### src/rtl/fcmp_pkg.sv
// Package: shared types and condition-code encodings for the binary64
// compare block. Assumes NZCV order N=bit3, Z=bit2, C=bit1, V=bit0.
package fcmp_pkg;

    // Per-operand classification result.
    typedef struct packed {
        logic is_nan;    // exponent all ones, fraction nonzero
        logic is_quiet;  // top fraction bit set
    } opnd_class_t;

    localparam logic [3:0] CC_NONE  = 4'b0000;
    localparam logic [3:0] CC_EQUAL = 4'b0110;
    localparam logic [3:0] CC_LESS  = 4'b1000;
    localparam logic [3:0] CC_GREAT = 4'b0010;
    localparam logic [3:0] CC_UNORD = 4'b0011;

endpackage

### src/rtl/fcmp_classify.sv
// Module: fcmp_classify
// Detects whether one packed floating-point word is a NaN and whether
// that NaN is quiet. Assumes layout sign | exponent | fraction with the
// quiet bit as the most significant fraction bit.
module fcmp_classify
    import fcmp_pkg::*;
#(
    parameter int EXP_W  = 11,
    parameter int FRAC_W = 52,
    localparam int W     = 1 + EXP_W + FRAC_W
) (
    input  logic [W-1:0]  word,
    output opnd_class_t   cls
);
    logic [EXP_W-1:0]  exp_f;
    logic [FRAC_W-1:0] frac_f;

    // Split the word and classify it.
    always_comb begin
        exp_f        = word[W-2 -: EXP_W];
        frac_f       = word[FRAC_W-1:0];
        cls.is_nan   = (&exp_f) && (|frac_f);
        cls.is_quiet = frac_f[FRAC_W-1];
    end
endmodule

### src/rtl/fcmp_order.sv
// Module: fcmp_order
// Orders two packed sign-magnitude words using integer logic only.
// Assumes neither word is a NaN (the caller masks NaN cases). Exactly one
// of eq/lt/gt is high for any pair of non-NaN inputs.
module fcmp_order #(
    parameter int W = 64
) (
    input  logic [W-1:0] d,
    input  logic [W-1:0] m,
    output logic         eq,
    output logic         lt,
    output logic         gt
);
    logic         sd;
    logic         sm;
    logic [W-1:0] mag_or;
    logic         u_lt;
    logic         u_gt;

    // Decide equality, then sign-based or magnitude-based ordering.
    always_comb begin
        sd     = d[W-1];
        sm     = m[W-1];
        mag_or = (d | m) & {1'b0, {(W-1){1'b1}}};
        u_lt   = d < m;
        u_gt   = d > m;
        eq     = (d == m) || (mag_or == '0);
        lt     = 1'b0;
        gt     = 1'b0;
        if (!eq) begin
            if (sd != sm) begin
                lt = sd;
                gt = !sd;
            end else begin
                lt = sd ^ u_lt;
                gt = sd ^ u_gt;
            end
        end
    end
endmodule

### src/rtl/fcmp_flag_gen.sv
// Module: fcmp_flag_gen (top)
// Compares two packed floating-point words (or D against +0) and
// registers an NZCV condition code and an invalid-operation flag one cycle
// after the strobe. Assumes synchronous active-low reset; flags are zero
// for idle cycles.
module fcmp_flag_gen
    import fcmp_pkg::*;
#(
    parameter int EXP_W  = 11,
    parameter int FRAC_W = 52,
    localparam int W     = 1 + EXP_W + FRAC_W
) (
    input  logic         clk,
    input  logic         rst_n,
    input  logic         in_valid,
    input  logic [W-1:0] opd_d,
    input  logic [W-1:0] opd_m,
    input  logic         cmp_zero,
    input  logic         sig_qnan,
    output logic [3:0]   nzcv,
    output logic         invalid
);
    logic [W-1:0] m_eff;
    opnd_class_t  cls_d;
    opnd_class_t  cls_m;
    logic         ord_eq;
    logic         ord_lt;
    logic         ord_gt;
    logic         any_nan;
    logic         raise_d;
    logic         raise_m;
    logic [3:0]   cc_next;
    logic         inv_next;

    // Substitute +0 for the second operand in compare-with-zero mode.
    always_comb m_eff = cmp_zero ? '0 : opd_m;

    fcmp_classify #(.EXP_W(EXP_W), .FRAC_W(FRAC_W)) u_cls_d (
        .word (opd_d),
        .cls  (cls_d)
    );

    fcmp_classify #(.EXP_W(EXP_W), .FRAC_W(FRAC_W)) u_cls_m (
        .word (m_eff),
        .cls  (cls_m)
    );

    fcmp_order #(.W(W)) u_order (
        .d  (opd_d),
        .m  (m_eff),
        .eq (ord_eq),
        .lt (ord_lt),
        .gt (ord_gt)
    );

    // Merge NaN handling with the ordering into next-state flags.
    always_comb begin
        any_nan  = cls_d.is_nan || cls_m.is_nan;
        raise_d  = cls_d.is_nan && (!cls_d.is_quiet || sig_qnan);
        raise_m  = cls_m.is_nan && (!cls_m.is_quiet || sig_qnan);
        cc_next  = CC_NONE;
        inv_next = 1'b0;
        if (in_valid) begin
            inv_next = raise_d || raise_m;
            if (any_nan)     cc_next = CC_UNORD;
            else if (ord_eq) cc_next = CC_EQUAL;
            else if (ord_lt) cc_next = CC_LESS;
            else if (ord_gt) cc_next = CC_GREAT;
        end
    end

    // Output register with synchronous active-low reset.
    always_ff @(posedge clk) begin
        if (!rst_n) begin
            nzcv    <= CC_NONE;
            invalid <= 1'b0;
        end else begin
            nzcv    <= cc_next;
            invalid <= inv_next;
        end
    end

    AST_IDLE_CLEAR: assert property (@(posedge clk) disable iff (!rst_n)
        !in_valid |=> (nzcv == CC_NONE && !invalid));

    AST_NAN_UNORDERED: assert property (@(posedge clk) disable iff (!rst_n)
        (in_valid && any_nan) |=> (nzcv == CC_UNORD));

    AST_SNAN_RAISES: assert property (@(posedge clk) disable iff (!rst_n)
        (in_valid && ((cls_d.is_nan && !cls_d.is_quiet) ||
                      (cls_m.is_nan && !cls_m.is_quiet))) |=> invalid);

    AST_NO_NAN_QUIET: assert property (@(posedge clk) disable iff (!rst_n)
        (in_valid && !any_nan) |=> !invalid);

    AST_SINGLE_OUTCOME: assert property (@(posedge clk) disable iff (!rst_n)
        (in_valid && !any_nan) |-> $countones({ord_eq, ord_lt, ord_gt}) == 1);

    AST_ZERO_MODE_OPND: assert property (@(posedge clk) disable iff (!rst_n)
        cmp_zero |-> !cls_m.is_nan);
endmodule

### config.mk
export PLATFORM = sky130hd
export DESIGN_NAME = fcmp_flag_gen
export DESIGN_NICKNAME = d
export VERILOG_FILES = /design/src/rtl/fcmp_pkg.sv /design/src/rtl/fcmp_classify.sv /design/src/rtl/fcmp_order.sv /design/src/rtl/fcmp_flag_gen.sv
export SDC_FILE = /design/constraint.sdc
export NUM_CORES = 1
export LEC_CHECK = 0
export CORE_MARGIN = 1
export CORE_UTILIZATION = 30
export DETAILED_ROUTE_END_ITERATION = 8
export SYNTH_ARGS = -nofsm -noshare
export SYNTH_HDL_FRONTEND = slang
export SYNTH_HIERARCHICAL = 1
export SYNTH_SLANG_ARGS = --single-unit
### constraint.sdc
create_clock -name clk -period 6.8 [get_ports clk]
set_input_delay 1.36 -clock clk [delete_from_list [all_inputs] [get_ports clk]]
set_output_delay 1.36 -clock clk [all_outputs]
set_load 0.05 [all_outputs]
---- After elaboration in Yosys (flattened, before gate mapping) ----
Index checks and enable logic that the tools add are counted.
word-level totals
  register bits ........................... 5
  bits in latches ......................... 0
  RAM bits ................................ 0
  ROM bits ................................ 0
  input port bits ......................... 133
  output and inout port bits .............. 5
  logic and storage cells ................. 42
  memories kept ........................... 0
cells by class
  $add $sub $neg .......................... 0
  multiply operators ...................... 0
  div/mod/pow operators ................... 0
  order comparisons ....................... 2
  equal/unequal tests ..................... 2
  shift operators ......................... 0
  multiplexer cells ....................... 9
  bitwise operators ....................... 5
  reductions and logical operators ........ 20
operator list
  cell                   number
  OR reduction 52 bit    2
  == test 64 bit         1
  > comparator 64 bit    1
  logical NOT 64 bit     1
  < comparator 64 bit    1
  2-to-1 mux 64 bit      1
  OR 63 bit              1
  AND reduction 11 bit   2
  logical OR 1 bit       5
  logical AND 1 bit      4
  2-to-1 mux 1 bit       4
  2-to-1 mux 2 bit       2
  2-to-1 mux 4 bit       1
  OR reduction 4 bit     1
  logical NOT 1 bit      3
  2-to-1 mux 3 bit       1
  OR reduction 3 bit     1
  inverter 1 bit         2
  AND reduction 2 bit    1
  bitwise XOR 1 bit      2
  inequality test 1 bit  1

---- Depth between registers and ports, before layout ----
Gate-level depths: netlist of the first run.
  depth in word-level cells ............... 9
  mapped depth ............................ 15
  gate-level depth less buffers ........... 13

---- Cells and area by module ----
The synthesis of the first run kept the hierarchy.
by module, submodules not included
  module         instances  cells an instance  area each (um^2)  sequential area each (um^2)
  fcmp_order     1          405                2934.1            0.0
  fcmp_flag_gen  1          89                 808.3             100.1
  fcmp_classify  2          23                 146.4             0.0

---- Worst setup path after synthesis of the first run ----
OpenSTA, ideal clock, no wires.
  path type ............................... input to register
  start point ............................. in cmp_zero
  end point ............................... reg nzcv[1]
  library setup time ...................... 124 ps
  data arrival time ....................... 3567 ps
  required time ........................... 6676 ps
  slack ................................... 3108 ps
  stages .................................. 15
  path buffers ............................ 2
  cells stage by stage .................... buf_6 buf_8 nor2b_2 inv_1 ha_1 inv_1 a221oi_2 o211ai_1 a211oi_1 o2111ai_1 or3_1 a21oi_1 inv_1 a21oi_1 a21oi_1
between the ends
  elaborated cells between the ends (all ways) .. 22
  those cells by class .................... 2 x order compare; 2 x eq/ne; 9 x mux; 3 x bitwise; 6 x reduce/logical
RTL lines
  element                                                  line                                text
  start, declared                                          fcmp_flag_gen.sv:18                 input logic cmp_zero,
  2-to-1 mux 64 bit *                                      fcmp_flag_gen.sv:36                 always_comb m_eff = cmp_zero ? '0 : opd_m;
  net m_eff[3]                                             fcmp_flag_gen.sv:23                 logic [W-1:0] m_eff;
  < comparator 64 bit or OR 63 bit (tied branches)         fcmp_order.sv:25, fcmp_order.sv:24
  bitwise XOR 1 bit or logical NOT 64 bit (tied branches)  fcmp_order.sv:35, fcmp_order.sv:27
  2-to-1 mux 1 bit or logical OR 1 bit (tied branches)     fcmp_order.sv:31, fcmp_order.sv:27
  2-to-1 mux 1 bit *                                       fcmp_order.sv:30                    if (!eq) begin
  net ord_lt                                               fcmp_flag_gen.sv:27                 logic ord_lt;
  2-to-1 mux 4 bit *                                       fcmp_flag_gen.sv:67                 else if (ord_lt) cc_next = CC_LESS;
  2-to-1 mux 3 bit *                                       fcmp_flag_gen.sv:66                 else if (ord_eq) cc_next = CC_EQUAL;
  2-to-1 mux 2 bit *                                       fcmp_flag_gen.sv:65                 if (any_nan) cc_next = CC_UNORD;
  end signal, assigned                                     fcmp_flag_gen.sv:78                 nzcv <= cc_next;
  end, declared                                            fcmp_flag_gen.sv:20                 output logic [3:0] nzcv,
The timed path passes the listed nets; every way through them passes the cells marked *.
A chain may end at the register's enable or synchronous reset.

---- Worst setup path in the final report of the first run ----
Ends and elaborated chain as after synthesis.

==> impl_results.md, run 1 <==
- Run status: complete, no violations
- Seq/Total Area, Yosys: 0.0248
- Depth of the CTS H-tree: 1
- Final Slew Violations: 0
- Post-CTS Resized: 0
- Initial antenna violation count: 0
- CP Data Arrival Time: 4.44 ns
- Worst path bufs/invs: 3
- Starting density of the core: 0.306
- Total GRT Usage: 0.188
- Min-delay worst type: in2reg
- Multi-input gate area: 3270 um2
- Worst-Margin Slew: 0.964 ns
- Number of enable flip-flop cells after synthesis: 0
- Detailed placement HPWL: 11.6 mm
- Final hold slack: 1.75 ns
- Utilization after layout: 0.425
- Crit-path cells: buf_4 > nor2b_2 > inv_1 > ha_1 > nor4_1 > nand4_1 > nor4b_1 > nand2_1 > o2111ai_1 > o21ai_0 > a21oi_1 > inv_1 > a21oi_1 > a21oi_1
- Final net count: 933
- Chip height: 118 um
- Final wirelength: 12.9 mm
- Largest family of logic cells by synthesized area: adder cells
- Fin crit period: 4.34 ns
- Yosys warns: 6
- Max incr delay on CP: 0.70 ns
- DR WL/cell: 15.2 um
- Filler instances: 1,353
- Vias per cell: 4.67
- Multiplexer area fraction after synthesis: 0
- Total Power: 0.403 mW
- Ant diodes: 0
- Post-Route Setup TNS: 0 ns
- Synth unique cells: 38
- Worst-path maximum fanout: 64
- Share of cells above drive strength 1: 0.109
- Hold Violations, Final: 0
- WHS Endpoint: nzcv[2]$_SDFF_PP0_
- Vias in the first global route: 4,242
- 1st-iter DRT viols: 172
- Die X: 118 um
- DRC: 0
- Syn_area_per_cell: 7.47 um2
- Delay-heaviest family, CP: simple AND/OR/NAND/NOR gates
- IO buf count: 137
- # Post-CTS Setup Buffers: 0
- CTS tree: yes
- RSZ-0062 raised after global routing: no
- Core Area: 13,200 um2
- Via count: 3,960
- DIE AREA: 13,900 um2
- WS Path Type: in2reg
- Hold Path Cell Cnt: 2
- Clk buf depth: 2
- Crit-path slowest cell: buf_4
- Worst-path clk slew: 0.03 ns
- Relative slew slack: 0.357
- Worst Min Path Start: in_valid
- F_max: 0.230 GHz
- Pin count of the biggest net entering global routing: 65
- Leading register cell type out of synthesis: dfxtp_1
- Leakage: 2.58 nW
- Post-Syn Nets: 800
- Max_cap viols: 0
- P per Cell Area: 71.9 nW/um2
- CTS buffer count: 3
- CP required: 6.90 ns
- Clk sink count: 5
- Adder-cell share of the synthesized area: 0.394
- Post-route cell area: 5600 um2
- ANT nets after route: 0
- Max VDD drop: 0.0516 mV
- Xor-xnor portion of the synthesized cell area: 0
- Critical path endpoint category: register
- Post-Synthesis Cell Area: 4040 um2
- I/O pins: 138
- Number of core rows: 42
- Setup violators final: 0
- Leading cell type in the layout, fill and taps excluded: inv_1
- Flops & latches, synth: 5
- GRT overflow: 0
- Global-route wire length before repair: 21.0 mm
- Hold-fix buffers, CTS: 0
- Final period util: 0.639
- Placed inst area: 5520 um2
- Simple-Gate Fraction of Synth Area: 0.332
- Initial DRT Pass Iterations: 4
- Placer Congestion: 0.851
- Layout area overhead: 38.8%
- Ys async rst share: 0
- Post-Synthesis Cells: 540
- CP Launch Type: input pin
- Most used cell, CP: a21oi_1
- Clock root cell: clkbuf_16
- Synth Area in Compound Gates: 0.0847
- Leading cell types in the layout, fill and taps excluded: inv_1 (150), clkdlybuf4s50_1 (136), ha_1 (127)
- FF/Latch Area: 100 um2
per-layer routing:
| layer | wire length [um] | GRT usage | up-vias |
|---|---|---|---|
| met1 | 5970 | 0.240 | 1810 |
| met4 | 191 | 0.0329 | 0 |
| met5 | 0 | 0 | - |
| met3 | 453 | 0.0145 | 12 |
| li1 | - | - | 2037 |
| met2 | 6240 | 0.344 | 101 |
synth_stat cells, types with 4 or more instances:
cell      count  area [um2]
a21oi_1      24         120
buf_6         5        56.3
dfxtp_1       5         100
ha_1        127        1590
inv_1       150         563
nand2_1       9        33.8
nand3_1       5        25.0
nand4_1      26         163
nor2_1       19        71.3
nor2b_1      14        87.6
nor2b_2      60         526
nor3_1        7        35.0
nor4_1       37         231
nor4_2        4        50.1
o21ai_0      10        50.1
o21bai_1      4        30.0
area by class of cell:
cell class              instances  share of cell area
clock buffers                   4              0.0141
well taps                     176              0.0393
flip-flops and latches          5              0.0179
repair buffers                137               0.244
multi-input cells             376               0.584
inverters                     150               0.101
cell families (layout without fill, tap and decap cells):
| family | Yosys count | in the layout |
|---|---|---|
| and+or+nand+nor | 194 | 194 |
| buffers and inverters | 159 | 291 |
| adders and majority gates | 127 | 127 |
| AOI/OAI and AO/OA | 55 | 55 |
| DFF | 5 | 5 |
per-stage QoR:
| stage | cells | setup WS, ns |
|---|---|---|
| final | 848 | 2.46 |
| after global routing | 848 | 2.04 |
| after CTS | 848 | 2.45 |
| after detailed placement | 844 | 2.23 |
| after global placement | 844 | 2.29 |
| after floorplan | 540 | 3.11 |
power by group:
part	internal (mW)	switching, mW	leakage (nW)	total (mW)
clock	0.0776	0.0186	0.0382	0.0963
sequential	0.0302	0.000256	0.0405	0.0305
combinational	0.144	0.132	2.50	0.276
registers in the layout, indices dropped and copies added (netlist names):
signal	flops
invalid	1
nzcv	4
worst max-delay path by stage:
| stage | endpoint | from | slack, ns | cells after the start |
|---|---|---|---|---|
| final | nzcv[1]$_SDFF_PP0_ | cmp_zero | 2.46 | 14 |
| after global routing | nzcv[1]$_SDFF_PP0_ | cmp_zero | 2.04 | 14 |
| after CTS | nzcv[1]$_SDFF_PP0_ | cmp_zero | 2.45 | 14 |
| after detailed placement | nzcv[1]$_SDFF_PP0_ | cmp_zero | 2.23 | 14 |
| after global placement | nzcv[1]$_SDFF_PP0_ | cmp_zero | 2.29 | 14 |
| after floorplan | nzcv[1]$_SDFF_PP0_ | cmp_zero | 3.11 | 15 |
(Power assumes the default switching activity.)
==> inputs of run 2 (changes only) <==
==> constraint.sdc (replaced) <==
create_clock -name clk -period 3.8 [get_ports clk]
set_input_delay 0.76 -clock clk [delete_from_list [all_inputs] [get_ports clk]]
set_output_delay 0.76 -clock clk [all_outputs]
set_load 0.05 [all_outputs]
==> impl_results.md, run 2 (synthesis gave the netlist of run 1 again) <==
- Run status: complete, no violations
- Detailed placement HPWL: 12.0 mm (+2.8%)
- Filler instances: 1,351 (-0.15%)
- Vias per cell: 4.67 (about the same)
- Share of cells above drive strength 1: 0.118 (+0.00954)
- Worst path bufs/invs: 3 (unchanged)
- Fin crit period: 3.53 ns
- Number of core rows: 42 (unchanged)
- DIE AREA: 13,900 um2 (unchanged)
- Initial DRT Pass Iterations: 4 (unchanged)
- Pin count of the biggest net entering global routing: 25 (-62%)
- Regs by FF count: nzcv: 4 flops, invalid: 1 flops
- Leading cell type in the layout, fill and taps excluded: inv_1
- Worst-Margin Slew: 0.574 ns (-0.390 ns)
- Post-route insts no fill: 853 (+0.59%)
- GRT overflow: 0 (unchanged)
- Via count: 3,984 (+0.61%)
- Global-route wire length before repair: 21.3 mm (+1.1%)
- Die X: 118 um (unchanged)
- Max VDD drop: 0.0927 mV (+80%)
- Min-delay worst type: in2reg
- Crit-path cells: clkdlybuf4s50_1 > nor2b_2 > inv_1 > ha_1 > nor4_1 > nand4_1 > nor4b_2 > nand2_1 > o2111ai_1 > o21ai_0 > a21oi_1 > inv_1 > a21oi_1 > a21oi_1
- Setup violators final: 0 (unchanged)
- Chip height: 118 um (unchanged)
- Layout area overhead: 40.7%
- Placed Cells: 849 (+0.59%)
- DR WL/cell: 15.3 um (+1.2%)
- I/O pins: 138 (unchanged)
- Final Slew Violations: 0 (unchanged)
- Max FFs per register: 4 (unchanged)
- CP Data Arrival Time: 3.63 ns (-0.81 ns)
- WS Path Type: in2reg
- Initial antenna violation count: 0 (unchanged)
- Ant diodes: 0 (unchanged)
- CTS buffer count: 3 (unchanged)
- 1st-iter DRT viols: 136 (-21%)
- DP Worst Slack: -0.00362 ns (-2.24 ns)
- Final net count: 938 (+0.54%)
- Final period util: 0.929
- Crit-path slowest cell: clkdlybuf4s50_1
- F_max: 0.283 GHz
- Final setup margin: 0.269 ns (-2.19 ns)
- Clock root cell: clkbuf_16
- Most flop-heavy register: nzcv
- Depth of the CTS H-tree: 1 (unchanged)
- DRC: 0 (unchanged)
- Hold Violations, Final: 0 (unchanged)
- ANT nets after route: 0 (unchanged)
- Max_cap viols: 0 (unchanged)
- Delay-heaviest family, CP: simple AND/OR/NAND/NOR gates
- Leading cell types in the layout, fill and taps excluded: inv_1 (150), clkdlybuf4s50_1 (136), ha_1 (127)
- Hold-fix buffers, CTS: 0 (unchanged)
- Worst-path clk slew: 0.03 ns (about the same)
- RSZ-0062 raised after global routing: no
- Starting density of the core: 0.306 (unchanged)
- Core Area: 13,200 um2 (unchanged)
- Final wirelength: 13.1 mm (+1.8%)
- Total GRT Usage: 0.189 (+0.00155)
- Critical path endpoint category: register
- CTS tree: yes
- Placer Congestion: 0.903 (+6.2%)
- IO buf count: 137 (unchanged)
- Most used cell, CP: a21oi_1
- Max incr delay on CP: 0.46 ns (-0.24 ns)
- Vias in the first global route: 4,289 (+1.1%)
- CP Launch Type: input pin
- # Post-CTS Setup Buffers: 0 (unchanged)
- Leakage: 2.62 nW (+1.3%)
- CP required: 3.90 ns (-3.00 ns)
- Clk buf depth: 2 (unchanged)
- P per Cell Area: 129 nW/um2 (+79%)
- Worst-path maximum fanout: 2 (-97%)
- Post-CTS Resized: 0 (unchanged)
- Clk sink count: 5 (unchanged)
- Relative slew slack: 0.614 (+0.256)
-- run 2: worst paths after layout --
check,endpoint,startpoint,depth (start not counted),slack [ns]
hold / removal,nzcv[2]$_SDFF_PP0_,in_valid,2,1.14
setup / recovery,nzcv[1]$_SDFF_PP0_,opd_m[21],14,0.27
-- run 2: cell type report --
type	instances	area, um2	share of cell area
flip-flops and latches	5	100	0.0176
repair buffers	142	1430	0.252
multi-input cells	376	3280	0.578
well taps	176	220	0.0388
inverters	150	563	0.0992
clock buffers	4	78.8	0.0139
-- run 2: where the power goes --
part,internal [mW],leakage (nW),switching [mW]
combinational,0.264,2.54,0.239
sequential,0.0541,0.0405,0.000502
clock,0.139,0.0382,0.0346
total,0.458,2.62,0.274
-- run 2: metrics by stage --
stage	cell area [um2]	hold slack (ns)	utilization	setup TNS [ns]	power (mW)
after CTS	5660	1.14	0.429	0	0.733
final	5680	1.14	0.430	0	0.732
after global routing	5680	1.16	0.430	0	0.794
after floorplan	4040	0.931	-	0	0.315
after detailed placement	5590	1.38	0.423	-0.00362	0.556
after global placement	5590	1.38	0.423	0	0.549
-- run 2: metal layers --
layer  part of all wire  global-route usage
met5                  0                   0
met4             0.0077              0.0208
met3              0.035              0.0150
met2               0.50               0.357
met1               0.46               0.238
==> inputs of run 3 (changes only) <==
--- a/config.mk
+++ b/config.mk
@@ -7,6 +7,7 @@
 export LEC_CHECK = 0
 export CORE_MARGIN = 1
 export CORE_UTILIZATION = 30
+export CTS_CLUSTER_DIAMETER = 120
 export DETAILED_ROUTE_END_ITERATION = 8
 export SYNTH_ARGS = -nofsm -noshare
 export SYNTH_HDL_FRONTEND = slang
==> results of run 3 <==
Same layout as run 2: the final DEF is identical, and so are final timing and power.
